### config.mk
export PLATFORM = sky130hd
export DESIGN_NAME = track_dir_detect
export DESIGN_NICKNAME = d
export VERILOG_FILES = /design/src/rtl/trk_dir_pkg.sv /design/src/rtl/trkEdgeCtrl.sv /design/src/rtl/trkDirPath.sv /design/src/rtl/track_dir_detect.sv
export SDC_FILE = /design/constraint.sdc
export NUM_CORES = 1
export LEC_CHECK = 0
export BUFFER_PORTS_ARGS = -buffer_cell sky130_fd_sc_hd__buf_2
export CAP_MARGIN = 25
export CORE_AREA = 2 2 39 41
export DETAILED_ROUTE_END_ITERATION = 7
export DIE_AREA = 0 0 41 43
export PLACE_DENSITY = 0.4
export SYNTH_ARGS = -nofsm -noshare
export SYNTH_HDL_FRONTEND = slang
export SYNTH_HIERARCHICAL = 1
export SYNTH_SLANG_ARGS = --single-unit
### constraint.sdc
create_clock -name clk -period 2.3 [get_ports clk]
set_clock_uncertainty 0.15 [all_clocks]
set_input_delay 0.115 -clock clk [delete_from_list [all_inputs] [get_ports clk]]
set_output_delay 0.115 -clock clk [all_outputs]
set_load 0.02 [all_outputs]
### src/rtl/trk_dir_pkg.sv
package trk_dir_pkg;
  typedef struct packed {
    logic zcEdge;   // any transition of the synchronized zero-cross level
    logic mirRise;  // rising transition of the synchronized mirror level
  } edgeStrobe_t;
endpackage

### src/rtl/trkEdgeCtrl.sv
module trkEdgeCtrl
  import trk_dir_pkg::*;
#(
  parameter int SYNC_STAGES = 2
) (
  input  logic        clk,
  input  logic        rstN,
  input  logic        mirrorIn,
  input  logic        zeroCrossIn,
  output logic        mirLvl,
  output logic        zcLvl,
  output edgeStrobe_t strb
);
  localparam int LAST = SYNC_STAGES - 1;

  logic [LAST:0] mirSh;
  logic [LAST:0] zcSh;
  logic          mirDly;
  logic          zcDly;

  generate
    if (SYNC_STAGES > 1) begin : gMulti
      always_ff @(posedge clk or negedge rstN) begin
        if (!rstN) begin
          mirSh <= '0;
          zcSh  <= '0;
        end else begin
          mirSh <= {mirSh[LAST-1:0], mirrorIn};
          zcSh  <= {zcSh[LAST-1:0], zeroCrossIn};
        end
      end
    end else begin : gSingle
      always_ff @(posedge clk or negedge rstN) begin
        if (!rstN) begin
          mirSh <= '0;
          zcSh  <= '0;
        end else begin
          mirSh <= mirrorIn;
          zcSh  <= zeroCrossIn;
        end
      end
    end
  endgenerate

  always_ff @(posedge clk or negedge rstN) begin
    if (!rstN) begin
      mirDly <= 1'b0;
      zcDly  <= 1'b0;
    end else begin
      mirDly <= mirSh[LAST];
      zcDly  <= zcSh[LAST];
    end
  end

  assign mirLvl       = mirSh[LAST];
  assign zcLvl        = zcSh[LAST];
  assign strb.zcEdge  = zcSh[LAST] ^ zcDly;
  assign strb.mirRise = mirSh[LAST] & ~mirDly;
endmodule

### src/rtl/trkDirPath.sv
module trkDirPath
  import trk_dir_pkg::*;
(
  input  logic        clk,
  input  logic        rstN,
  input  edgeStrobe_t strb,
  input  logic        mirLvl,
  input  logic        zcLvl,
  input  logic        defectIn,
  input  logic        dirSelect,
  input  logic        suppressEn,
  output logic        coutOut,
  output logic        dirOut,
  output logic        suppressGate,
  output logic        sharedOut
);
  logic coutQ;
  logic drtQ;

  always_ff @(posedge clk or negedge rstN) begin
    if (!rstN) begin
      coutQ <= 1'b0;
    end else if (strb.zcEdge) begin
      coutQ <= mirLvl;
    end
  end

  always_ff @(posedge clk or negedge rstN) begin
    if (!rstN) begin
      drtQ <= 1'b0;
    end else if (strb.mirRise) begin
      drtQ <= zcLvl;
    end
  end

  assign coutOut      = coutQ;
  assign dirOut       = drtQ;
  assign suppressGate = coutQ & suppressEn;
  assign sharedOut    = dirSelect ? drtQ : defectIn;


  cout_sample_chk: assert property (@(posedge clk) disable iff (!rstN)
    strb.zcEdge |=> coutQ == $past(mirLvl));


  cout_hold_chk: assert property (@(posedge clk) disable iff (!rstN)
    !strb.zcEdge |=> $stable(coutQ));


  dir_sample_chk: assert property (@(posedge clk) disable iff (!rstN)
    strb.mirRise |=> drtQ == $past(zcLvl));


  dir_hold_chk: assert property (@(posedge clk) disable iff (!rstN)
    !strb.mirRise |=> $stable(drtQ));
endmodule

### src/rtl/track_dir_detect.sv
module track_dir_detect
  import trk_dir_pkg::*;
#(
  parameter int SYNC_STAGES = 2
) (
  input  logic clk,
  input  logic rstN,
  input  logic mirrorIn,
  input  logic zeroCrossIn,
  input  logic defectIn,
  input  logic dirSelect,
  input  logic suppressEn,
  output logic coutOut,
  output logic dirOut,
  output logic suppressGate,
  output logic sharedOut
);
  edgeStrobe_t strb;
  logic        mirLvl;
  logic        zcLvl;

  trkEdgeCtrl #(.SYNC_STAGES(SYNC_STAGES)) u_ctrl (
    .clk(clk), .rstN(rstN), .mirrorIn(mirrorIn), .zeroCrossIn(zeroCrossIn),
    .mirLvl(mirLvl), .zcLvl(zcLvl), .strb(strb)
  );

  trkDirPath u_path (
    .clk(clk), .rstN(rstN), .strb(strb), .mirLvl(mirLvl), .zcLvl(zcLvl),
    .defectIn(defectIn), .dirSelect(dirSelect), .suppressEn(suppressEn),
    .coutOut(coutOut), .dirOut(dirOut), .suppressGate(suppressGate),
    .sharedOut(sharedOut)
  );
endmodule

==> flow_metrics.env, run 1 <==
export IMPL_status="finished, final reports clean"
export IMPL_finalPower_uw=303.5
export IMPL_crit_path_end_kind="output port"
export IMPL_grt_pass1_wl_um=683
export IMPL_die_height_um=43
export IMPL_dpl_cell_area_um2=332.8
export IMPL_place_gp_congestion=0.5882
export IMPL_rsz0062_at_grt="false"
export IMPL_syn_inst=14
export IMPL_post_drt_via_cell_ratio=3.370
export IMPL_period_share_pct=56.14
export IMPL_synth_most_common_cell="dfrtp_1"
export IMPL_wl_per_cell_um=8.217
export IMPL_ir_worst_vdd_uv=227.9
export IMPL_yosys_register_bits=8
export IMPL_antenna_cells=0
export IMPL_synth_flop_cell="dfrtp_1"
export IMPL_p_seq_share_pct=51.8
export IMPL_cts_buffer_depth=2
export IMPL_syn_nets=21
export IMPL_synth_top_area_share_pct=76.19
export IMPL_yosysTopAreaCell="dfrtp_1"
export IMPL_p_comb_share_pct=15.1
export IMPL_grt_usage_pct=6.224
export IMPL_swShare_pct=22.70
export IMPL_synth_async_reset_ratio_pct=100.0
export IMPL_cts_buffers=3
export IMPL_cts_sinks=8
export IMPL_timing_hold_ws_ns=0.07974
export IMPL_critPathSlowestCell="dfrtp_1"
export IMPL_drt_iter0_drc=0
export IMPL_max_stage_delay_ns=0.38
export IMPL_grt_pass1_vias=182
export IMPL_portBuffers=10
export IMPL_totalWireLength_um=378
export IMPL_area_growth_pct=46.67
export IMPL_synth_edff_count=0
export IMPL_fin_crit_ns=1.291
export IMPL_hold_path_class="primary input to asynchronous set/reset pin"
export IMPL_core_area_um2=1384
export IMPL_path_cells="mux2_4 -> buf_2"
export IMPL_pin_count=11
export IMPL_antenna_found_initial=0
export IMPL_p_sw_uw=68.89
export IMPL_drive_above_1_share_pct=50.00
export IMPL_drc=0
export IMPL_die_w_um=41
export IMPL_final_cells=46
export IMPL_cp_data_required_time_ns=2.04
export IMPL_fill_cells=146
export IMPL_dr_pass1_iters=1
export IMPL_cts_htree_levels=1
export IMPL_row_count=14
export IMPL_synth_commonest_cells="8 x dfrtp_1, 2 x mux2_4"
export IMPL_seq_area_frac_synth_pct=76.19
export IMPL_reg2regPathDepth=2
export IMPL_setup_viol=0
export IMPL_maxCapViolCount=0
export IMPL_fin_nets=39
export IMPL_final_setup_tns_ns=0
export IMPL_ant_nets=0
export IMPL_path_max_fanout=3
export IMPL_overflow=0
export IMPL_die_area_um2=1763
export IMPL_worst_slew_pin_slew_ns=0.1745
export IMPL_grt_max_degree=9
export IMPL_placed_cells=40
export IMPL_finalHoldViolations=0
export IMPL_root_buffer="clkbuf_4"
export IMPL_initial_core_util_pct=18.99
export IMPL_vias=155
export IMPL_clkPwrFrac_pct=33.0
export IMPL_cts_tree="done"
export IMPL_criticalPathCategory="register to output port"
export IMPL_clock_fmax_mhz=774.4
export IMPL_clock_latency_ns=0.24
export IMPL_start_kind="register"
export IMPL_drv_slew=0
export IMPL_design_area_um2=385.4
export IMPL_syn_area_per_cell_um2=18.77
export IMPL_cts_resized_gates=0
export IMPL_synth_cell_types=6
export IMPL_p_leak_uw=0.0001895
export IMPL_synth_warnings=6
export IMPL_internal_power_uw=234.6
export IMPL_worstPathArrival_ns=1.03
export IMPL_yosys_top_cells_area="dfrtp_1 76%, mux2_4 11%, mux2_1 4.3%"
export IMPL_relSlewSlack_pct=88.37
export IMPL_p_per_area_nw_per_um2=787.5
export IMPL_netlist_area_um2=262.8
export IMPL_clk_pin_slew_ns=0.05
[final cells by class]
type                            count  area [um^2]  share of cell area (%)
Timing Repair Buffer               13        80.08                   20.78
Multi-Input combinational cell      6        62.56                   16.23
Tap cell                           16        20.02                   5.195
Sequential cell                     8        200.2                   51.95
Clock buffer                        3        22.52                   5.844
[sequential cells by signal, summed over array words and instances, names as in the netlist]
name	cells
u_ctrl/zcDly	1
u_path/coutOut	1
u_ctrl/mirDly	1
u_path/dirOut	1
u_ctrl/mirSh	2
u_ctrl/zcSh	2
[metal layers]
metal	vias up	GRT usage (%)	share of wire [%]
met1	70	6.441	41
met5	-	0	0
li1	77	-	-
met4	0	8.000	0
met2	8	8.438	49
met3	0	1.571	10
[stage by stage]
| step | worst slack [ns] | utilization [%] |
|---|---|---|
| 2_1_floorplan | 1.186 | - |
| 3_3_place_gp | 1.157 | 24.05 |
| 3_5_place_dp | 1.145 | 24.05 |
| 4_1_cts | 0.9904 | 27.85 |
| 5_1_grt | 0.9547 | 27.85 |
| 6_report | 1.009 | 27.85 |
[critical path: cells and delay by family (launching register included)]
kind / cells / cell delay, ns
flip-flops: 1 / 0.38
multiplexers: 1 / 0.25
buffers and inverters: 1 / 0.16
[repair_timing]
| action | 4_1_cts | 5_1_grt |
|---|---|---|
| endpoints found under the hold margin | 10 | 0 |
| buffers inserted | 0 | 0 |
| hold buffers | 3 | 0 |
[cell families (layout without fill, tap and decap cells)]
family | Yosys count | in the layout | synth area share [%]
mux | 3 | 3 | 15.71
simple gates | 2 | 2 | 4.765
buf+inv | 0 | 16 | 0
xor+xnor | 1 | 1 | 3.334
flops | 8 | 8 | 76.19
[final timing paths]
check	startpoint	endpoint	slack, ns
worst max register to register	u_ctrl/zcSh[1]	u_path/coutOut	1.15
worst max-delay path	u_path/dirOut	sharedOut	1.01
max in group asynchronous	rstN	u_path/dirOut	1.76
worst min-delay path	rstN	u_ctrl/mirSh[0]	0.08
worst min register to register	u_ctrl/zcSh[0]	u_ctrl/zcSh[1]	0.20
min in group clk	u_ctrl/zcSh[0]	u_ctrl/zcSh[1]	0.20
[placed cells by master (no fill, tap or decap)]
cell type | netlist | routed
clkbuf_4 | 0 | 3
xor2_1 | 1 | 1
mux2_4 | 2 | 2
dlygate4sd3_1 | 0 | 3
and2_1 | 1 | 1
mux2_1 | 1 | 1
buf_2 | 0 | 10
dfrtp_1 | 8 | 8
nor2b_1 | 1 | 1
[power by group through the flow]
stage | sequential, uW | clock (uW) | combinational, uW
final | 157 | 100 | 45.9
after floorplan | 166 | 0 | 18.9
after detailed placement | 160 | 0 | 42.8
after CTS | 158 | 107 | 46.7
after global placement | 159 | 0 | 42.4
after global routing | 159 | 115 | 50.8
Power figures use the tool's default switching activity.
==> run 2, diff against run 1 <==
==> constraint.sdc (replaced) <==
create_clock -name clk -period 1.2 [get_ports clk]
set_clock_uncertainty 0.15 [all_clocks]
set_input_delay 0.06 -clock clk [delete_from_list [all_inputs] [get_ports clk]]
set_output_delay 0.06 -clock clk [all_outputs]
set_load 0.02 [all_outputs]
==> run 2 against run 1 <==
  * The run now ends with setup timing left
  * Clock power is 95% higher
  * Clock-buffer cell count stayed put
  * Critical path depth stayed put
  * Cell count is 2.2% higher
  * Non-clock buffer count is 1 higher
  * Wire length is 9.3% higher
  * Largest power group unchanged
  * Cell area is 3.6% higher
  * Highest routed layer unchanged
  * Combinational power is 120% higher
  * Worst hold slack worse by 0.038 ns
  * Sequential share of layout area is 1.8 points lower
==> flow_metrics.env, run 2 (synthesized netlist as in run 1, its figures left out) <==
export IMPL_status="complete, but fails checks"
export IMPL_violations="setup timing"
export IMPL_reg_top3="u_ctrl/mirSh: 2 flops, u_ctrl/zcSh: 2 flops"
export IMPL_ir_worst_vdd_uv=455.3
export IMPL_use_met3_pct=3.141
export IMPL_use_met1_pct=6.020
export IMPL_place_gp_congestion=0.5891
export IMPL_row_count=14
export IMPL_drv_slew=0
export IMPL_rsz0062_at_grt="true"
export IMPL_cts_buffer_depth=2
export IMPL_cts_htree_levels=1
export IMPL_placed_cells=40
export IMPL_clock_latency_ns=0.24
export IMPL_root_buffer="clkbuf_4"
export IMPL_antenna_found_initial=0
export IMPL_cp_data_required_time_ns=0.99
export IMPL_regArea_um2=200.2
export IMPL_final_common_cell="buf_2"
export IMPL_setup_viol=1
export IMPL_final_cells=47
export IMPL_cts_buffers=3
export IMPL_fin_nets=40
export IMPL_worst_slew_pin_slew_ns=0.1810
export IMPL_final_cell_mix="9 x buf_2, 8 x dfrtp_1, 3 x clkbuf_4, 3 x dlygate4sd3_1, 2 x mux2_4"
export IMPL_clock_fmax_mhz=823.2
export IMPL_die_height_um=43
export IMPL_fin_ws_ns=-0.01482
export IMPL_path_max_fanout=2
export IMPL_grt_max_degree=9
export IMPL_dr_pass1_iters=1
export IMPL_hpwl_um=311.4
export IMPL_wl_per_cell_um=8.787
export IMPL_totalWireLength_um=413
export IMPL_maxCapViolCount=0
export IMPL_vias=169
export IMPL_grt_pass1_wl_um=696
export IMPL_critPathSlowestCell="dfrtp_1"
export IMPL_die_w_um=41
export IMPL_overflow=0
export IMPL_p_per_area_nw_per_um2=1499
export IMPL_path_cells="mux2_4 -> buf_6"
export IMPL_die_area_um2=1763
export IMPL_ant_nets=0
export IMPL_antenna_cells=0
export IMPL_grt_pass1_vias=204
export IMPL_fill_cells=147
export IMPL_cts_sinks=8
export IMPL_met2_usage_pct=8.438
export IMPL_drt_iter0_drc=0
export IMPL_relSlewSlack_pct=87.89
export IMPL_clk_pin_slew_ns=0.05
export IMPL_core_area_um2=1384
export IMPL_start_kind="register"
export IMPL_worst_path_buf_inv=1
export IMPL_crit_path_end_kind="output port"
export IMPL_drc=0
export IMPL_worstPathArrival_ns=1.00
export IMPL_area_growth_pct=51.90
export IMPL_initial_core_util_pct=18.99
export IMPL_max_stage_delay_ns=0.37
export IMPL_pin_count=11
export IMPL_grt_usage_pct=6.402
export IMPL_drive_above_1_share_pct=51.61
export IMPL_finalHoldViolations=0
export IMPL_multi_input_area_um2=62.56
export IMPL_post_drt_via_cell_ratio=3.596
export IMPL_busiest_layer="met2"
export IMPL_hold_path_class="primary input to asynchronous set/reset pin"
export IMPL_p_leak_uw=0.0001964
export IMPL_final_util_pct=28.84
export IMPL_fin_crit_ns=1.215
export IMPL_cts_tree="done"
export IMPL_period_share_pct=101.2
export IMPL_critPathTopFamily="flip-flops"
export IMPL_criticalPathCategory="register to output port"
export IMPL_portBuffers=10
==> run 2: cell types whose count changed in the layout (fill, tap and decap cells not counted), sizes merged <==
cell  delta
buf      +1
==> run 2: path summary, 6_finish.rpt <==
| kind | startpoint | to | slack, ns | cells after the start |
|---|---|---|---|---|
| max in group asynchronous | rstN | u_path/coutOut | 0.70 | 2 |
| worst min register to register | u_ctrl/mirSh[0] | u_ctrl/mirSh[1] | 0.20 | 0 |
| worst min-delay path | rstN | u_ctrl/zcSh[1] | 0.04 | 2 |
| worst max register to register | u_ctrl/zcSh[1] | u_path/coutOut | 0.04 | 2 |
| min in group clk | u_ctrl/mirSh[0] | u_ctrl/mirSh[1] | 0.20 | 0 |
| worst max-delay path | u_path/dirOut | sharedOut | -0.01 | 2 |
==> run 2: layer usage <==
layer	share of wire, %	vias to the layer above
met3	9.9	0
met4	0	0
met5	0	-
li1	-	80
met1	38	81
met2	52	8
==> run 2: final cells by class <==
cell class | instances | area share [%]
clock buffers | 3 | 5.643
multi-input cells | 6 | 15.67
flip-flops and latches | 8 | 50.16
repair buffers | 14 | 23.51
well taps | 16 | 5.016
==> run 2: power by group <==
part           internal (uW)  switching [uW]  total, uW
clock network            114            81.3        195
logic                   56.2            46.3        102
registers                291            10.3        301
total                    461             138        598
==> run 2: repair_timing <==
action                                 4_1_cts  5_1_grt
setup endpoints to repair                    1        1
endpoints found under the hold margin       10        0
resized for setup                            2        0
setup buffers                                1        0
hold buffers                                 3        0
==> run 2: through the flow <==
step	area, um^2	hold slack [ns]	power [uW]	setup TNS [ns]	setup slack (ns)
after floorplan	262.8	-0.3856	353.7	0	0.08642
after global placement	332.8	-0.2457	387.1	0	0.05115
after detailed placement	332.8	-0.2391	389.8	0	0.03906
after CTS	399.1	0.02616	615.6	-0.02900	-0.02900
after global routing	399.1	0.04607	641.8	-0.07065	-0.07065
final	399.1	0.04198	598.4	-0.01482	-0.01482
==> run 3, diff against run 2 <==
--- a/config.mk
+++ b/config.mk
@@ -8,6 +8,7 @@
 export BUFFER_PORTS_ARGS = -buffer_cell sky130_fd_sc_hd__buf_2
 export CAP_MARGIN = 25
 export CORE_AREA = 2 2 39 41
+export CTS_BUF_LIST = sky130_fd_sc_hd__clkbuf_8
 export DETAILED_ROUTE_END_ITERATION = 7
 export DIE_AREA = 0 0 41 43
 export PLACE_DENSITY = 0.4
==> run 3 against run 2 <==
  * The run now ends clean
  * Die area is the same
  * Setup slack better by 0.027 ns
  * Worst hold slack better by 0.025 ns
  * Critical endpoint unchanged
  * Wire length rose by 1.5%
  * Sequential share of layout area is 2.3 points lower
  * Maximum frequency increased by 2.2%
  * Flip-flop and latch count unchanged
  * Utilization up 1.4 points
  * Power is 19% higher
==> flow_metrics.env, run 3 (synthesized netlist as in run 1, its figures left out) <==
export IMPL_pin_count=11
export IMPL_row_count=14
export IMPL_fin_nets=40
export IMPL_ir_worst_vdd_uv=522.2
export IMPL_p_per_area_nw_per_um2=1705
export IMPL_die_area_um2=1763
export IMPL_core_area_um2=1384
export IMPL_initial_core_util_pct=18.99
export IMPL_rsz0062_at_grt="true"
export IMPL_final_cell_mix="9 x buf_2, 8 x dfrtp_1, 3 x clkbuf_8, 3 x dlygate4sd3_1, 2 x mux2_4"
export IMPL_maxCapViolCount=0
export IMPL_antenna_cells=0
export IMPL_worst_slew_pin_slew_ns=0.1810
export IMPL_hold_path_class="primary input to asynchronous set/reset pin"
export IMPL_drv_slew=0
export IMPL_fin_crit_ns=1.188
export IMPL_die_w_um=41
export IMPL_finalPower_uw=712.5
export IMPL_grt_pass1_wl_um=696
export IMPL_cts_sinks=8
export IMPL_place_gp_congestion=0.5891
export IMPL_fill_cells=145
export IMPL_worstPathArrival_ns=0.98
export IMPL_drt_iter0_drc=1
export IMPL_antenna_found_initial=0
export IMPL_vias=165
export IMPL_ant_nets=0
export IMPL_finalHoldViolations=0
export IMPL_dr_pass1_iters=2
export IMPL_cp_data_required_time_ns=0.99
export IMPL_p_leak_uw=0.0002042
export IMPL_cts_buffer_depth=2
export IMPL_crit_path_end_kind="output port"
export IMPL_die_height_um=43
export IMPL_clock_fmax_mhz=841.7
export IMPL_cts_htree_levels=1
export IMPL_setup_viol=0
export IMPL_cts_buffers=3
export IMPL_wl_per_cell_um=8.915
export IMPL_grt_pass1_vias=198
export IMPL_drive_above_1_share_pct=51.61
export IMPL_status="finished, final reports clean"
export IMPL_relSlewSlack_pct=87.89
export IMPL_final_common_cell="buf_2"
export IMPL_root_buffer="clkbuf_8"
export IMPL_drc=0
export IMPL_criticalPathCategory="register to output port"
export IMPL_reg_top3="u_ctrl/mirSh: 2 flops, u_ctrl/zcSh: 2 flops"
export IMPL_clk_pin_slew_ns=0.04
export IMPL_cts_tree="done"
export IMPL_post_drt_via_cell_ratio=3.511
export IMPL_grt_max_degree=9
export IMPL_path_max_fanout=2
export IMPL_totalWireLength_um=419
export IMPL_portBuffers=10
export IMPL_start_kind="register"
export IMPL_area_growth_pct=59.05
export IMPL_overflow=0
export IMPL_grt_usage_pct=6.402
export IMPL_hpwl_um=311.4
export IMPL_final_setup_tns_ns=0
export IMPL_period_share_pct=99.01
export IMPL_clock_latency_ns=0.22
-- run 3: through the flow --
step / hold slack (ns) / cells / instance area [um^2] / setup WS, ns / utilization, %
5_1_grt: 0.08532 / 47 / 417.9 / -0.02973 / 30.20
4_1_cts: 0.05852 / 47 / 417.9 / 0.004153 / 30.20
6_report: 0.06727 / 47 / 417.9 / 0.01188 / 30.20
2_1_floorplan: -0.3856 / 14 / 262.8 / 0.08642 / -
3_5_place_dp: -0.2391 / 40 / 332.8 / 0.03906 / 24.05
3_3_place_gp: -0.2457 / 40 / 332.8 / 0.05115 / 24.05
-- run 3: critical path, cell delays in order, from the launching register on --
cell	delay, ns
dfrtp_1	0.37
mux2_4	0.26
buf_6	0.13
-- run 3: repair_timing --
| item | 4_1_cts | 5_1_grt |
|---|---|---|
| endpoints found under the hold margin | 10 | 0 |
| setup endpoints to repair | 1 | 1 |
| gates resized for setup | 2 | 0 |
| buffers inserted | 1 | 0 |
| hold buffers | 3 | 0 |
-- run 3: worst paths after layout --
check | start | end | slack, ns | cells after the start
min in group clk | u_ctrl/mirSh[0] | u_ctrl/mirSh[1] | 0.20 | 0
worst min register to register | u_ctrl/mirSh[0] | u_ctrl/mirSh[1] | 0.20 | 0
worst min-delay path | rstN | u_ctrl/zcSh[1] | 0.07 | 2
max in group asynchronous | rstN | u_path/coutOut | 0.67 | 2
worst max-delay path | u_path/dirOut | sharedOut | 0.01 | 2
worst max register to register | u_ctrl/zcSh[1] | u_path/coutOut | 0.04 | 2
-- run 3: final cells by class --
type / count / area, um^2 / area share (%)
Multi-Input combinational cell: 6 / 62.56 / 14.97
Tap cell: 16 / 20.02 / 4.790
Timing Repair Buffer: 14 / 93.84 / 22.46
Sequential cell: 8 / 200.2 / 47.90
Clock buffer: 3 / 41.29 / 9.880
-- run 3: report_power, final --
group	switching (uW)	internal (uW)	total [uW]	leakage, uW
combinational	46.3	56.2	102	0.0000893
clock	92.1	216	308	0.0000216
sequential	10.3	292	302	0.0000933
-- run 3: metal layers --
layer	global-route usage (%)	wire length [um]	share of wire (%)
met2	8.438	214	51
met1	6.020	169	40
met5	0	0	0
met3	3.141	34	8.1
met4	8.000	0	0
